## src/rtl/lfs_pkg.sv

```systemverilog
package lfs_pkg;
   localparam int ALARM_W     = 8;
   localparam int FIELD_W     = 3;
   // configuration word bit positions
   localparam int B_SPI_OFF   = 0;
   localparam int F_SPI_LO    = 1;
   localparam int B_SPI_KEEP  = 4;
   localparam int B_LOOP_NOFL = 5;
   localparam int B_LOOP_KEEP = 6;
   localparam int B_RETRY_RD  = 7;
   localparam int F_RETRY_LO  = 8;

   typedef struct packed {
      logic [2:0] res;
      logic       pin;
      logic       ferr;
      logic       spi_to;
      logic       loop_seen;
      logic       loop_live;
   } status_t;
endpackage

```

## src/rtl/lfs_tick.sv

```systemverilog
module lfs_tick #(
   parameter int DIV = 6_250_000
) (
   input  logic clk,
   input  logic rst_n,
   output logic tick
);
   localparam int CW = (DIV < 2) ? 1 : $clog2(DIV);
   localparam logic [CW-1:0] LAST = CW'(DIV - 1);

   logic [CW-1:0] cnt;

   if (DIV < 2) begin : g_bad_div
      $error("lfs_tick: DIV must be at least 2");
   end

   assign tick = (cnt == LAST);

   always_ff @(posedge clk) begin
      if (!rst_n)    cnt <= '0;
      else if (tick) cnt <= '0;
      else           cnt <= cnt + 1'b1;
   end
endmodule

```

## src/rtl/lfs_interval_timer.sv

```systemverilog
module lfs_interval_timer #(
   parameter int FW = 3
) (
   input  logic          clk,
   input  logic          rst_n,
   input  logic          restart,
   input  logic          run,
   input  logic          tick,
   input  logic [FW-1:0] limit,
   output logic          expire
);
   logic [FW-1:0] cnt;

   assign expire = run & tick & (cnt == limit);

   always_ff @(posedge clk) begin
      if (!rst_n)                          cnt <= '0;
      else if (restart || !run || expire)  cnt <= '0;
      else if (tick)                       cnt <= cnt + 1'b1;
   end
endmodule

```

## src/rtl/lfs_alarm_byte.sv

```systemverilog
module lfs_alarm_byte #(
   parameter int          W       = 8,
   parameter logic [W-1:0] DEFAULT = '0,
   parameter bit          UPPER   = 1'b0
) (
   input  logic         clk,
   input  logic         rst_n,
   input  logic         we,
   input  logic [W-1:0] wdata,
   output logic [W-1:0] q
);
   localparam logic [W-1:0] MID = W'(1) << (W - 1);

   logic accept;

   if (UPPER) begin : g_upper
      assign accept = (wdata >= MID);
   end else begin : g_lower
      assign accept = (wdata <= MID);
   end

   always_ff @(posedge clk) begin
      if (!rst_n)            q <= DEFAULT;
      else if (we && accept) q <= wdata;
   end
endmodule

```

## src/rtl/loop_fault_supervisor.sv

```systemverilog
module loop_fault_supervisor
   import lfs_pkg::*;
#(
   parameter int CODE_W   = 16,
   parameter int TICK_DIV = 6_250_000
) (
   input  logic              clk,
   input  logic              rst_n,
   input  logic              wr_valid,
   input  logic              frame_err,
   input  logic              loop_fault,
   input  logic              err_lvl_pin,
   input  logic              status_rd,
   input  logic [15:0]       cfg,
   input  logic [CODE_W-1:0] req_code,
   input  logic [7:0]        alarm_wdata,
   input  logic              alarm_lo_we,
   input  logic              alarm_hi_we,
   output logic [CODE_W-1:0] dac_code,
   output logic [7:0]        status,
   output logic              err_n
);
   localparam int PAD_W = CODE_W - ALARM_W;

   if (CODE_W <= ALARM_W) begin : g_bad_width
      $error("loop_fault_supervisor: CODE_W must exceed the alarm byte width");
   end

   logic tick, spi_exp, retry_exp;
   logic spi_to_q, live_q, live_n, seen_q, ferr_q;
   logic spi_to_eff, retry_run;
   logic [ALARM_W-1:0] alarm_q [2];
   logic [ALARM_W-1:0] alarm_lo_q, alarm_hi_q;
   logic [1:0] alarm_we;
   status_t st;

   lfs_tick #(.DIV(TICK_DIV)) u_tick (.clk(clk), .rst_n(rst_n), .tick(tick));

   lfs_interval_timer #(.FW(FIELD_W)) u_spi_tmr (
      .clk(clk), .rst_n(rst_n), .restart(wr_valid), .run(~spi_to_q),
      .tick(tick), .limit(cfg[F_SPI_LO +: FIELD_W]), .expire(spi_exp));

   assign retry_run = live_q & ~cfg[B_LOOP_KEEP] & ~cfg[B_RETRY_RD];

   lfs_interval_timer #(.FW(FIELD_W)) u_retry_tmr (
      .clk(clk), .rst_n(rst_n), .restart(1'b0), .run(retry_run),
      .tick(tick), .limit(cfg[F_RETRY_LO +: FIELD_W]), .expire(retry_exp));

   assign alarm_we = {alarm_hi_we, alarm_lo_we};

   for (genvar g = 0; g < 2; g++) begin : g_alarm
      lfs_alarm_byte #(
         .W(ALARM_W),
         .DEFAULT((g == 0) ? 8'h24 : 8'hE8),
         .UPPER(g == 1)
      ) u_byte (
         .clk(clk), .rst_n(rst_n), .we(alarm_we[g]),
         .wdata(alarm_wdata), .q(alarm_q[g]));
   end

   assign alarm_lo_q = alarm_q[0];
   assign alarm_hi_q = alarm_q[1];

   // next live loop state: mirrored when masked, retried otherwise
   always_comb begin
      if (cfg[B_LOOP_KEEP])     live_n = loop_fault;
      else if (!live_q)         live_n = loop_fault;
      else if (cfg[B_RETRY_RD]) live_n = ~status_rd;
      else                      live_n = ~retry_exp;
   end

   always_ff @(posedge clk) begin
      if (!rst_n) begin
         spi_to_q <= 1'b0;
         live_q   <= 1'b0;
         seen_q   <= 1'b0;
         ferr_q   <= 1'b0;
      end else begin
         if (wr_valid)     spi_to_q <= 1'b0;
         else if (spi_exp) spi_to_q <= 1'b1;
         live_q <= live_n;
         seen_q <= (seen_q & ~status_rd) | live_n;
         ferr_q <= (ferr_q & ~status_rd) | frame_err;
      end
   end

   assign spi_to_eff = spi_to_q & ~cfg[B_SPI_OFF];

   always_comb begin
      if (live_q && !cfg[B_LOOP_KEEP])
         dac_code = {alarm_lo_q, {PAD_W{1'b0}}};
      else if (spi_to_eff && !cfg[B_SPI_KEEP])
         dac_code = {err_lvl_pin ? alarm_hi_q : alarm_lo_q, {PAD_W{1'b0}}};
      else
         dac_code = req_code;
   end

   assign st.res       = 3'b111;
   assign st.pin       = err_lvl_pin;
   assign st.ferr      = ferr_q;
   assign st.spi_to    = spi_to_eff;
   assign st.loop_seen = seen_q;
   assign st.loop_live = live_q;
   assign status       = st;

   assign err_n = ~(spi_to_eff | ferr_q | (live_q & ~cfg[B_LOOP_NOFL]));
endmodule

```

## config.mk

```make
export PLATFORM = sky130hd
export DESIGN_NAME = loop_fault_supervisor
export DESIGN_NICKNAME = d
export VERILOG_FILES = /design/src/rtl/lfs_pkg.sv /design/src/rtl/lfs_tick.sv /design/src/rtl/lfs_interval_timer.sv /design/src/rtl/lfs_alarm_byte.sv /design/src/rtl/loop_fault_supervisor.sv
export SDC_FILE = /design/constraint.sdc
export NUM_CORES = 1
export LEC_CHECK = 0
export ABC_AREA = 1
export ABC_CLOCK_PERIOD_IN_PS = 1700
export CORE_ASPECT_RATIO = 1.4
export CORE_MARGIN = 4
export CORE_UTILIZATION = 45
export DETAILED_ROUTE_END_ITERATION = 16
export DONT_BUFFER_PORTS = 1
export PLACE_DENSITY_LB_ADDON = 0.25
export SYNTH_ARGS = -nofsm -noshare
export SYNTH_HDL_FRONTEND = slang
export SYNTH_SLANG_ARGS = --single-unit
```

## constraint.sdc

```tcl
create_clock -name clk -period 1.7 [get_ports clk]
set_input_delay 0.17 -clock clk [delete_from_list [all_inputs] [get_ports clk]]
set_output_delay 0.17 -clock clk [all_outputs]
set_load 0.02 [all_outputs]
```

* After elaboration in Yosys (flattened, before gate mapping) *
Index checks and enable logic that the tools add are counted.

storage, ports and cells
  input port bits = 49
  flip-flop bits (word level) = 49
  word-level logic and storage cells = 60

operators by class
  add/subtract/negate cells = 3
  bitwise gates (word level) = 23
  equal/unequal tests = 3
  order comparisons = 2
  multiplexer cells = 6
  reductions and logical operators = 14

operator list
  operator                 count
  $mux W16                 2
  $add A23 B1 Y23 const B  1
  $eq A23 B23 Y1 const B   1
  $and A1 B1 Y1            10
  $not A1 Y1               9
  $ge A8 B8 Y1 const B     1
  $le A8 B8 Y1 const B     1
  $mux W8                  1
  $reduce_or A2 Y1         4
  $add A3 B1 Y3 const B    2
  $eq A3 B3 Y1             2
  $logic_and A1 B1 Y1      4
  $or A1 B1 Y1             4
  $logic_not A1 Y1         3
  $logic_or A1 B1 Y1       3
  $mux W1                  3

* Depth between registers and ports, before layout *
Gate-level depths: netlist of the first run.

  word-level depth = 10
  mapped depth = 10
  gate-level depth less buffers = 10

* Cells and area by module *
From an unflattened synthesis of the first run, not the netlist that was laid out.

second synthesis, totals
  cell total of the unflattened synthesis = 503
  area total of the unflattened synthesis = 3071.7 um^2

by module, submodules not included
  module                               times used  cells an instance  area each (um^2)
  lfs_tick                             1           186                1206.2
  loop_fault_supervisor                1           150                723.2
  lfs_interval_timer                   2           35                 212.7
  lfs_alarm_byte at g_alarm[0].u_byte  1           56                 395.4
  lfs_alarm_byte at g_alarm[1].u_byte  1           41                 321.6

* Worst setup path after synthesis of the first run *
OpenSTA, ideal clock, no wires.

  kind = reg2reg
  start point = register u_tick.cnt[0]
  end point = register u_tick.cnt[11]
  buffers on the path = 1
  data arrival time = 1339 ps
  slack = 247 ps
  stages on the path, launching flop included = 8
  required time = 1585 ps
  library setup time = 115 ps
  path through = dfxtp_1 ha_1 nand3_2 nor2_2 nand3_4 nand2_4 buf_6 nor2_1

between the ends
  word-level cells in the longest chain between the ends = 2

ends and longest elaborated chain
  item                                                                     line            source
  start, declared                                                          lfs_tick.sv:11  logic [CW-1:0] cnt;
  start signal, assigned                                                   lfs_tick.sv:22  else cnt <= cnt + 1'b1;
  parallel branches: the longest is 2 deep, another holds $add A23 B1 Y23  --

Parallel ways; which one is timed is not known.
A chain may end at the register's enable or synchronous reset.

* Worst setup path in the final report of the first run *
  start point = register spi_to_q
  end point = output dac_code[9]

between the ends
  word-level cells in the longest chain between the ends = 4

ends and longest elaborated chain
  item                    line                         source
  start, declared         loop_fault_supervisor.sv:30  logic spi_to_q, live_q, live_n, seen_q, ferr_q;
  start signal, assigned  loop_fault_supervisor.sv:74  spi_to_q <= 1'b0;
  start signal, assigned  loop_fault_supervisor.sv:79  if (wr_valid) spi_to_q <= 1'b0;
  start signal, assigned  loop_fault_supervisor.sv:80  else if (spi_exp) spi_to_q <= 1'b1;
  $and A1 B1 Y1           loop_fault_supervisor.sv:87  assign spi_to_eff = spi_to_q & ~cfg[B_SPI_OFF];
  $logic_and A1 B1 Y1     loop_fault_supervisor.sv:92  else if (spi_to_eff && !cfg[B_SPI_KEEP])
  $mux W16                loop_fault_supervisor.sv:92
  $mux W16                loop_fault_supervisor.sv:90  if (live_q && !cfg[B_LOOP_KEEP])
  end, declared           loop_fault_supervisor.sv:19  output logic [CODE_W-1:0] dac_code,

No other way between the ends.

==> flow_summary.ini, run 1 <==
[outcome]
status = finished clean

[placement]
dp_slack_ns = 0.129
dp_hpwl_mm = 4.58
detailed_place.area_sq_um = 2810
portBuffers = 0
place.gp.congestion = 0.850

[yosys]
synth_flop_cell = dfxtp_1
netlist_area_sq_um = 2700
avgSynthCellArea_sq_um = 7.00
synth_fa_ha_area_share_pct = 1.39
synth_compound_area_share_pct = 10.5
synth_edf_count = 0
synth-seq-area-share_pct = 36.3
synthXorXnorAreaFrac_pct = 4.86
synth_top_family_by_area = simple AND/OR/NAND/NOR gates
yosys-top-cells-area = dfxtp_1 36%, nand2_1 12%, nor2_1 6.9%
synth_mux_area_share_pct = 0
yosysMostFrequentCell = nand2_1
synth-async-reset-ratio_pct = 0
synth_largest_area_cell = dfxtp_1
netlist.area_leader.share_pct = 36.3
ys_ff_latch = 49
ys_top_cells_by_count = 85 x nand2_1, 50 x nor2_1, 49 x dfxtp_1
yosysWarnings = 0
yosys.cell_types.count = 38
synth_cells = 386
yosys.area_share.simple_pct = 36.7

[routing]
routed_wl_mm = 6.07
vias = 2445
first_pass_iters = 4
vias_per_cell = 5.06
drt.antenna.violating_nets = 0
wire_per_inst_microns = 12.6
drtIter0Drc = 100
drc_errors = 0

[critical_path]
worstPathCellList = nand2_2 -> nor2_4 -> buf_6 -> o21ai_0 -> a32oi_1 -> buf_4
criticalPathCategory = reg -> out
critPathBufInv = 2
worstSetupStartpointType = flip-flop
critical_path.top_delay_family = flip-flops
critPathRequiredTime_ns = 1.53
worst-r2r-cell-count = 10
critPathMaxFanout = 8
worst_path_max_delay_cell = dfxtp_2
critPathMaxStageDelay_ns = 0.35
rr_endpoint = seen_q$_SDFF_PN0_
cp.arrival_ns = 1.48
cp-end-kind = primary output
reg2reg_slack_ns = 0.16
r2r_start = u_tick.cnt[0]$_SDFF_PP0_

[floorplan]
core.rowCount = 33
die_w_microns = 73.5
core_area_sq_um = 5860
die_area_sq_um = 7320
start_util_pct = 46.1
die-height_microns = 99.7
io-pin-count = 74

[clock_network]
path_clk_slew_ns = 0.09
root_buffer = clkbuf_8
cts_max_path_buffers = 2
clk_latency_ns = 0.30
cts_buffers = 5
h-tree-depth = 2
cts_tree = yes
clock_sinks = 49

[timing]
rsz0062_at_grt = true
fin_ws_ns = 0.0495
finalCriticalPeriod_ns = 1.65
setup_violations = 0
fmax_mhz = 606
finalHoldViolations = 0
finalClockSkew_ns = 0.00779
fin_crit_sh_pct = 97.1
hold_slack_ns = 0.0147
setup_tns_ns = 0
slew_viol_final = 0

[finish]
final.fill_count = 596
fin_area_sq_um = 3070
drive_gt1_share_pct = 14.3
nets = 464
area_growth_pct = 13.7
diodes = 0

[power_and_ir_drop]
power_density_nw_per_um2 = 705
intPower_uw = 1610
power_frac_seq_pct = 55.4
clock_power_share_pct = 33.2
p_leak_uw = 0.00120
finalPower_uw = 2160
power.net_switching_uw = 559
ir_drop_mv = 0.461
comb_power_share_pct = 11.4
swShare_pct = 25.8

[hold_path]
min_from = alarm_wdata[1]
min_to = g_alarm[0].u_byte.q[1]$_SDFFE_PN0P_
holdPathStages = 2
hold_path_class = in -> reg

[global_routing]
grt_antenna_before_repair = 0
grt_overflow = 0
grt_usage_pct = 17.0
grt_max_degree = 24
grt_pass1_wl_mm = 10.0
grt_pass1_vias = 2328

[job]
max_cap_viol_count = 0
## metal layers
| layer | up-vias | part of all wire [%] | global-route usage, % |
|---|---|---|---|
| met3 | 8 | 5.7 | 3.13 |
| li1 | 1290 | - | - |
| met5 | - | 0 | 0 |
| met1 | 1088 | 39 | 18.5 |
| met4 | 0 | 2.1 | 7.25 |
| met2 | 59 | 54 | 31.0 |
## through the flow
stage / utilization, % / instances
3_5_place_dp: 48.0 / 461
3_3_place_gp: 48.0 / 461
6_report: 52.4 / 483
5_1_grt: 52.4 / 483
2_1_floorplan: - / 388
4_1_cts: 51.7 / 480
## placed cells by master (no fill, tap or decap), drive strengths merged
cell         count
nand2           89
nor2            61
dfxtp           49
inv             45
nand3           35
a21oi           22
buf             21
o21ai           15
nand4           10
xor2            10
dlygate4sd3      9
a32oi            8
nor3             8
clkbuf           6
xnor2            5
or2              4
ha               3
conb             3
nand3b           2
clkinv           2
a211oi           1
a31oi            1
nor4             1
and3b            1
a21boi           1
and2             1
## power by group through the flow
stage | Sequential (uW) | Combinational [uW] | Clock, uW
2_1_floorplan | 1220 | 195 | 0
3_3_place_gp | 1230 | 219 | 0
3_5_place_dp | 1230 | 221 | 0
4_1_cts | 1200 | 245 | 756
5_1_grt | 1200 | 276 | 790
6_report | 1200 | 247 | 718
## cell families after synthesis
kind of cell / Yosys count
and+or+nand+nor: 212
buffers and inverters: 58
DFF: 49
AOI/OAI and AO/OA: 48
xor gates and xnor gates: 15
adders and majority gates: 3
other: 1
## what timing repair did
action	in CTS	in global routing
hold buffers	9	0
setup endpoints to repair	8	21
pin swaps	2	10
hold endpoints to repair	15	0
resized for setup	5	7
setup buffers	2	3
## final cells by class
| class | count | area, sq um | area share, % |
|---|---|---|---|
| repair buffers | 30 | 251 | 8.19 |
| inverters | 45 | 171 | 5.58 |
| well taps | 70 | 87.6 | 2.85 |
| clock buffers | 6 | 82.6 | 2.69 |
| multi-input cells | 281 | 1480 | 48.3 |
| flip-flops and latches | 49 | 982 | 32.0 |
| clock inverters | 2 | 13.8 | 0.448 |
## how the worst max path moves through the flow
stage	depth (start not counted)	end	start	slack, ns
2_1_floorplan	7	u_tick.cnt[11]$_SDFF_PP0_	u_tick.cnt[0]$_SDFF_PP0_	0.25
3_3_place_gp	6	u_tick.cnt[14]$_SDFF_PP0_	u_tick.cnt[0]$_SDFF_PP0_	0.16
3_5_place_dp	6	u_tick.cnt[14]$_SDFF_PP0_	u_tick.cnt[0]$_SDFF_PP0_	0.13
4_1_cts	6	dac_code[13]	spi_to_q$_SDFFE_PP0P_	0.01
5_1_grt	6	dac_code[11]	spi_to_q$_SDFFE_PP0P_	-0.05
6_report	6	dac_code[9]	spi_to_q$_SDFFE_PP0P_	0.05
## sequential cells by signal (all words and copies together), names as in the netlist
name,cells
u_tick.cnt,23
u_retry_tmr.cnt,3
spi_to_q,1
g_alarm.u_byte.q,16
live_q,1
u_spi_tmr.cnt,3
seen_q,1
ferr_q,1
Note: power is estimated with default switching activity, not from simulation.
==> run 2: changes to the inputs <==
- SYNTH_HIERARCHICAL: not set -> 1
==> run 2 against run 1 <==
Net effect: sequential share of layout area decreased by 3.5 points; flip-flop and latch count unchanged; register-to-register slack got worse by 0.13 ns; maximum frequency decreased by 1.3%; area after synthesis increased by 14%; non-clock buffer count decreased by 2; power increased by 9.3%; sequential power about the same; wire length increased by 11%; count of clock-buffer cells in the layout unchanged; worst hold slack got worse by 0.0067 ns.
==> flow_summary.ini, run 2 <==
[yosys]
synth_cells = 503
synth-async-reset-ratio_pct = 0
netlist.area_leader.share_pct = 31.9
yosysMostFrequentCell = nand2_1
ys_ff_latch = 49
avgSynthCellArea_sq_um = 6.11
yosys-top-cells-area = dfxtp_1 32%, nand2_1 17%, nor2_1 12%
synth_flop_cell = dfxtp_1
synth-seq-area-share_pct = 31.9
netlist_area_sq_um = 3070
ys_top_cells_by_count = 142 x nand2_1, 101 x nor2_1, 80 x inv_1
yosys.cell_types.count = 28
yosysWarnings = 6
synth_edf_count = 0
synth_largest_area_cell = dfxtp_1

[finish]
nets = 574
reg_top3 = u_tick/cnt x23, g_alarm.u_byte/q x16
layout_commonest_cell = nand2_1
area_growth_pct = 12.7
largest_register_ffs = 23
diodes = 0
layout_common_cells = 129 x nand2_1, 98 x nor2_1, 75 x inv_1
regMostFlops = u_tick/cnt
fin_area_sq_um = 3460
instances_no_fill = 615
drive_gt1_share_pct = 16.6

[clock_network]
cts_tree = yes
h-tree-depth = 2
clk_latency_ns = 0.30
root_buffer = clkbuf_8
path_clk_slew_ns = 0.09
cts_buffers = 5
clock_sinks = 49
cts_max_path_buffers = 2

[routing]
vias = 2841
routed_wl_mm = 6.74
wire_per_inst_microns = 11.0
first_pass_iters = 4
drc_errors = 0
vias_per_cell = 4.62
drtIter0Drc = 113
drt.antenna.violating_nets = 0

[critical_path]
critPathBufInv = 3
cp.arrival_ns = 1.88
critPathMaxStageDelay_ns = 0.36
crit_start = u_tick/cnt[0]$_SDFF_PP0_
cp_common_cell = nand2_2
critPathMaxFanout = 3
worstPathCellList = ha_4 -> nand2_4 -> nor2_4 -> nand2_2 -> nor2_4 -> nand2_2 -> inv_4 -> nand2_2 -> inv_2 -> nand2_2 -> nor2_4 -> nand2_2 -> inv_2 -> o211ai_1 -> nand2_1 -> nand2_1
crit_end = seen_q$_SDFF_PN0_
criticalPathCategory = reg -> reg
rr_endpoint = seen_q$_SDFF_PN0_
reg2reg_slack_ns = 0.03
worst-r2r-cell-count = 16
r2r_start = u_tick/cnt[0]$_SDFF_PP0_
critical_path.top_delay_family = simple AND/OR/NAND/NOR gates
worstSetupStartpointType = flip-flop
critical_path_depth = 16
worst_path_max_delay_cell = dfxtp_2
critPathRequiredTime_ns = 1.91
cp-end-kind = flip-flop

[timing]
max-slew-margin-rel_pct = 50.1
fin_ws_ns = 0.0272
finalHoldViolations = 0
finalCriticalPeriod_ns = 1.67
fmax_mhz = 598
setup_violations = 0
worst_pin_slew_ns = 0.746
slew_viol_final = 0
fin_crit_sh_pct = 98.4
rsz0062_at_grt = true
finalClockSkew_ns = 0.00878

[power_and_ir_drop]
intPower_uw = 1770
swShare_pct = 25.3
ir_drop_mv = 0.425
power.net_switching_uw = 598
power_frac_seq_pct = 51.3
clock_power_share_pct = 36.4
comb_power_share_pct = 12.3
finalPower_uw = 2370
p_leak_uw = 0.00162
power_density_nw_per_um2 = 684

[floorplan]
die-height_microns = 106
die_area_sq_um = 8230
io-pin-count = 74
die_w_microns = 77.8
core.rowCount = 35
start_util_pct = 46.5
core_area_sq_um = 6610

[global_routing]
grt_max_degree = 20
grt_overflow = 0
grt_antenna_before_repair = 0
grt_pass1_vias = 2695
grt_pass1_wl_mm = 11.6
grt_usage_pct = 17.0

[job]
max_cap_viol_count = 0

[placement]
detailed_place.area_sq_um = 3190
dp.cells = 598
portBuffers = 0
dp_hpwl_mm = 5.16
dp_slack_ns = 0.000990
place.gp.congestion = 0.906

[hold_path]
min_from = rst_n
hold_path_class = in -> reg

[outcome]
status = finished clean
-- run 2: cell count changes in the layout (fill, tap and decap cells not counted), sizes merged, moves of 3 or more --
cell / delta
o21ai: -12
a21oi: -9
nor3: -5
nand4: -5
or2: -3
nand2: +69
inv: +38
xor2: -4
nor2: +54
a32oi: -8
-- run 2: cells by family (layout without fill, tap and decap cells) --
family / count (synthesis) / count (layout) / share of synthesized area (%)
AND/OR/NAND/NOR: 319 / 319 / 44.7
buffers and inverters: 101 / 119 / 15.6
XOR/XNOR: 12 / 12 / 3.42
AO/OA/AOI/OAI: 17 / 17 / 2.85
flip-flops: 49 / 49 / 31.9
other: 2 / 4 / 0.244
adder cells (fa/ha/maj): 3 / 3 / 1.22
-- run 2: stage by stage --
| stage | hold slack [ns] | utilization [%] | setup TNS (ns) |
|---|---|---|---|
| 2_1_floorplan | 0.249 | - | -0.00898 |
| 3_3_place_gp | 0.251 | 48.2 | 0 |
| 3_5_place_dp | 0.253 | 48.2 | 0 |
| 4_1_cts | 0.00209 | 51.2 | 0 |
| 5_1_grt | 0.00456 | 52.4 | -0.414 |
| 6_report | 0.00807 | 52.4 | 0 |
-- run 2: layout make-up --
class	instances	area (sq um)
clock buffers	6	82.6
clock inverters	2	37.5
fillers	694	3150
inverters	83	314
multi-input cells	355	1700
flip-flops and latches	49	985
well taps	92	115
repair buffers	28	231
-- run 2: how the worst min path moves through the flow --
stage | to | slack [ns] | depth (start not counted)
after CTS | seen_q$_SDFF_PN0_ | 0.002 | 2
after global placement | spi_to_q$_SDFFE_PP0P_ | 0.25 | 1
after global routing | g_alarm[1].u_byte/q[6]$_SDFFE_PN1P_ | 0.005 | 2
after detailed placement | spi_to_q$_SDFFE_PP0P_ | 0.25 | 1
final | seen_q$_SDFF_PN0_ | 0.008 | 2
after floorplan | spi_to_q$_SDFFE_PP0P_ | 0.25 | 1
-- run 2: per-layer routing --
layer	GRT usage (%)	up-vias	part of all wire, %
met5	0	-	0
met4	6.11	0	1.9
met3	3.59	12	5.0
met2	31.3	65	52
met1	18.7	1248	41
li1	-	1516	-
-- run 2: worst reg2reg max path, delay by kind of cell (launching register included) --
kind | cells | cell delay [ns]
compound gates | 1 | 0.07
fa+ha+maj | 1 | 0.16
buf+inv | 3 | 0.17
flops | 1 | 0.36
simple gates | 11 | 0.83
-- run 2: power by group through the flow --
| stage | clock [uW] | sequential [uW] | combinational [uW] |
|---|---|---|---|
| after floorplan | 0 | 1230 | 266 |
| after global placement | 0 | 1240 | 254 |
| after detailed placement | 0 | 1240 | 259 |
| after CTS | 897 | 1210 | 286 |
| after global routing | 952 | 1220 | 335 |
| final | 863 | 1210 | 290 |
-- run 2: timing repair --
item / CTS / global route
gates resized for setup: 0 / 27
hold endpoints to repair: 21 / 0
buffers inserted: 1 / 1
endpoints found under the setup margin: 1 / 19
pin swaps: 0 / 16
hold buffers: 7 / 0
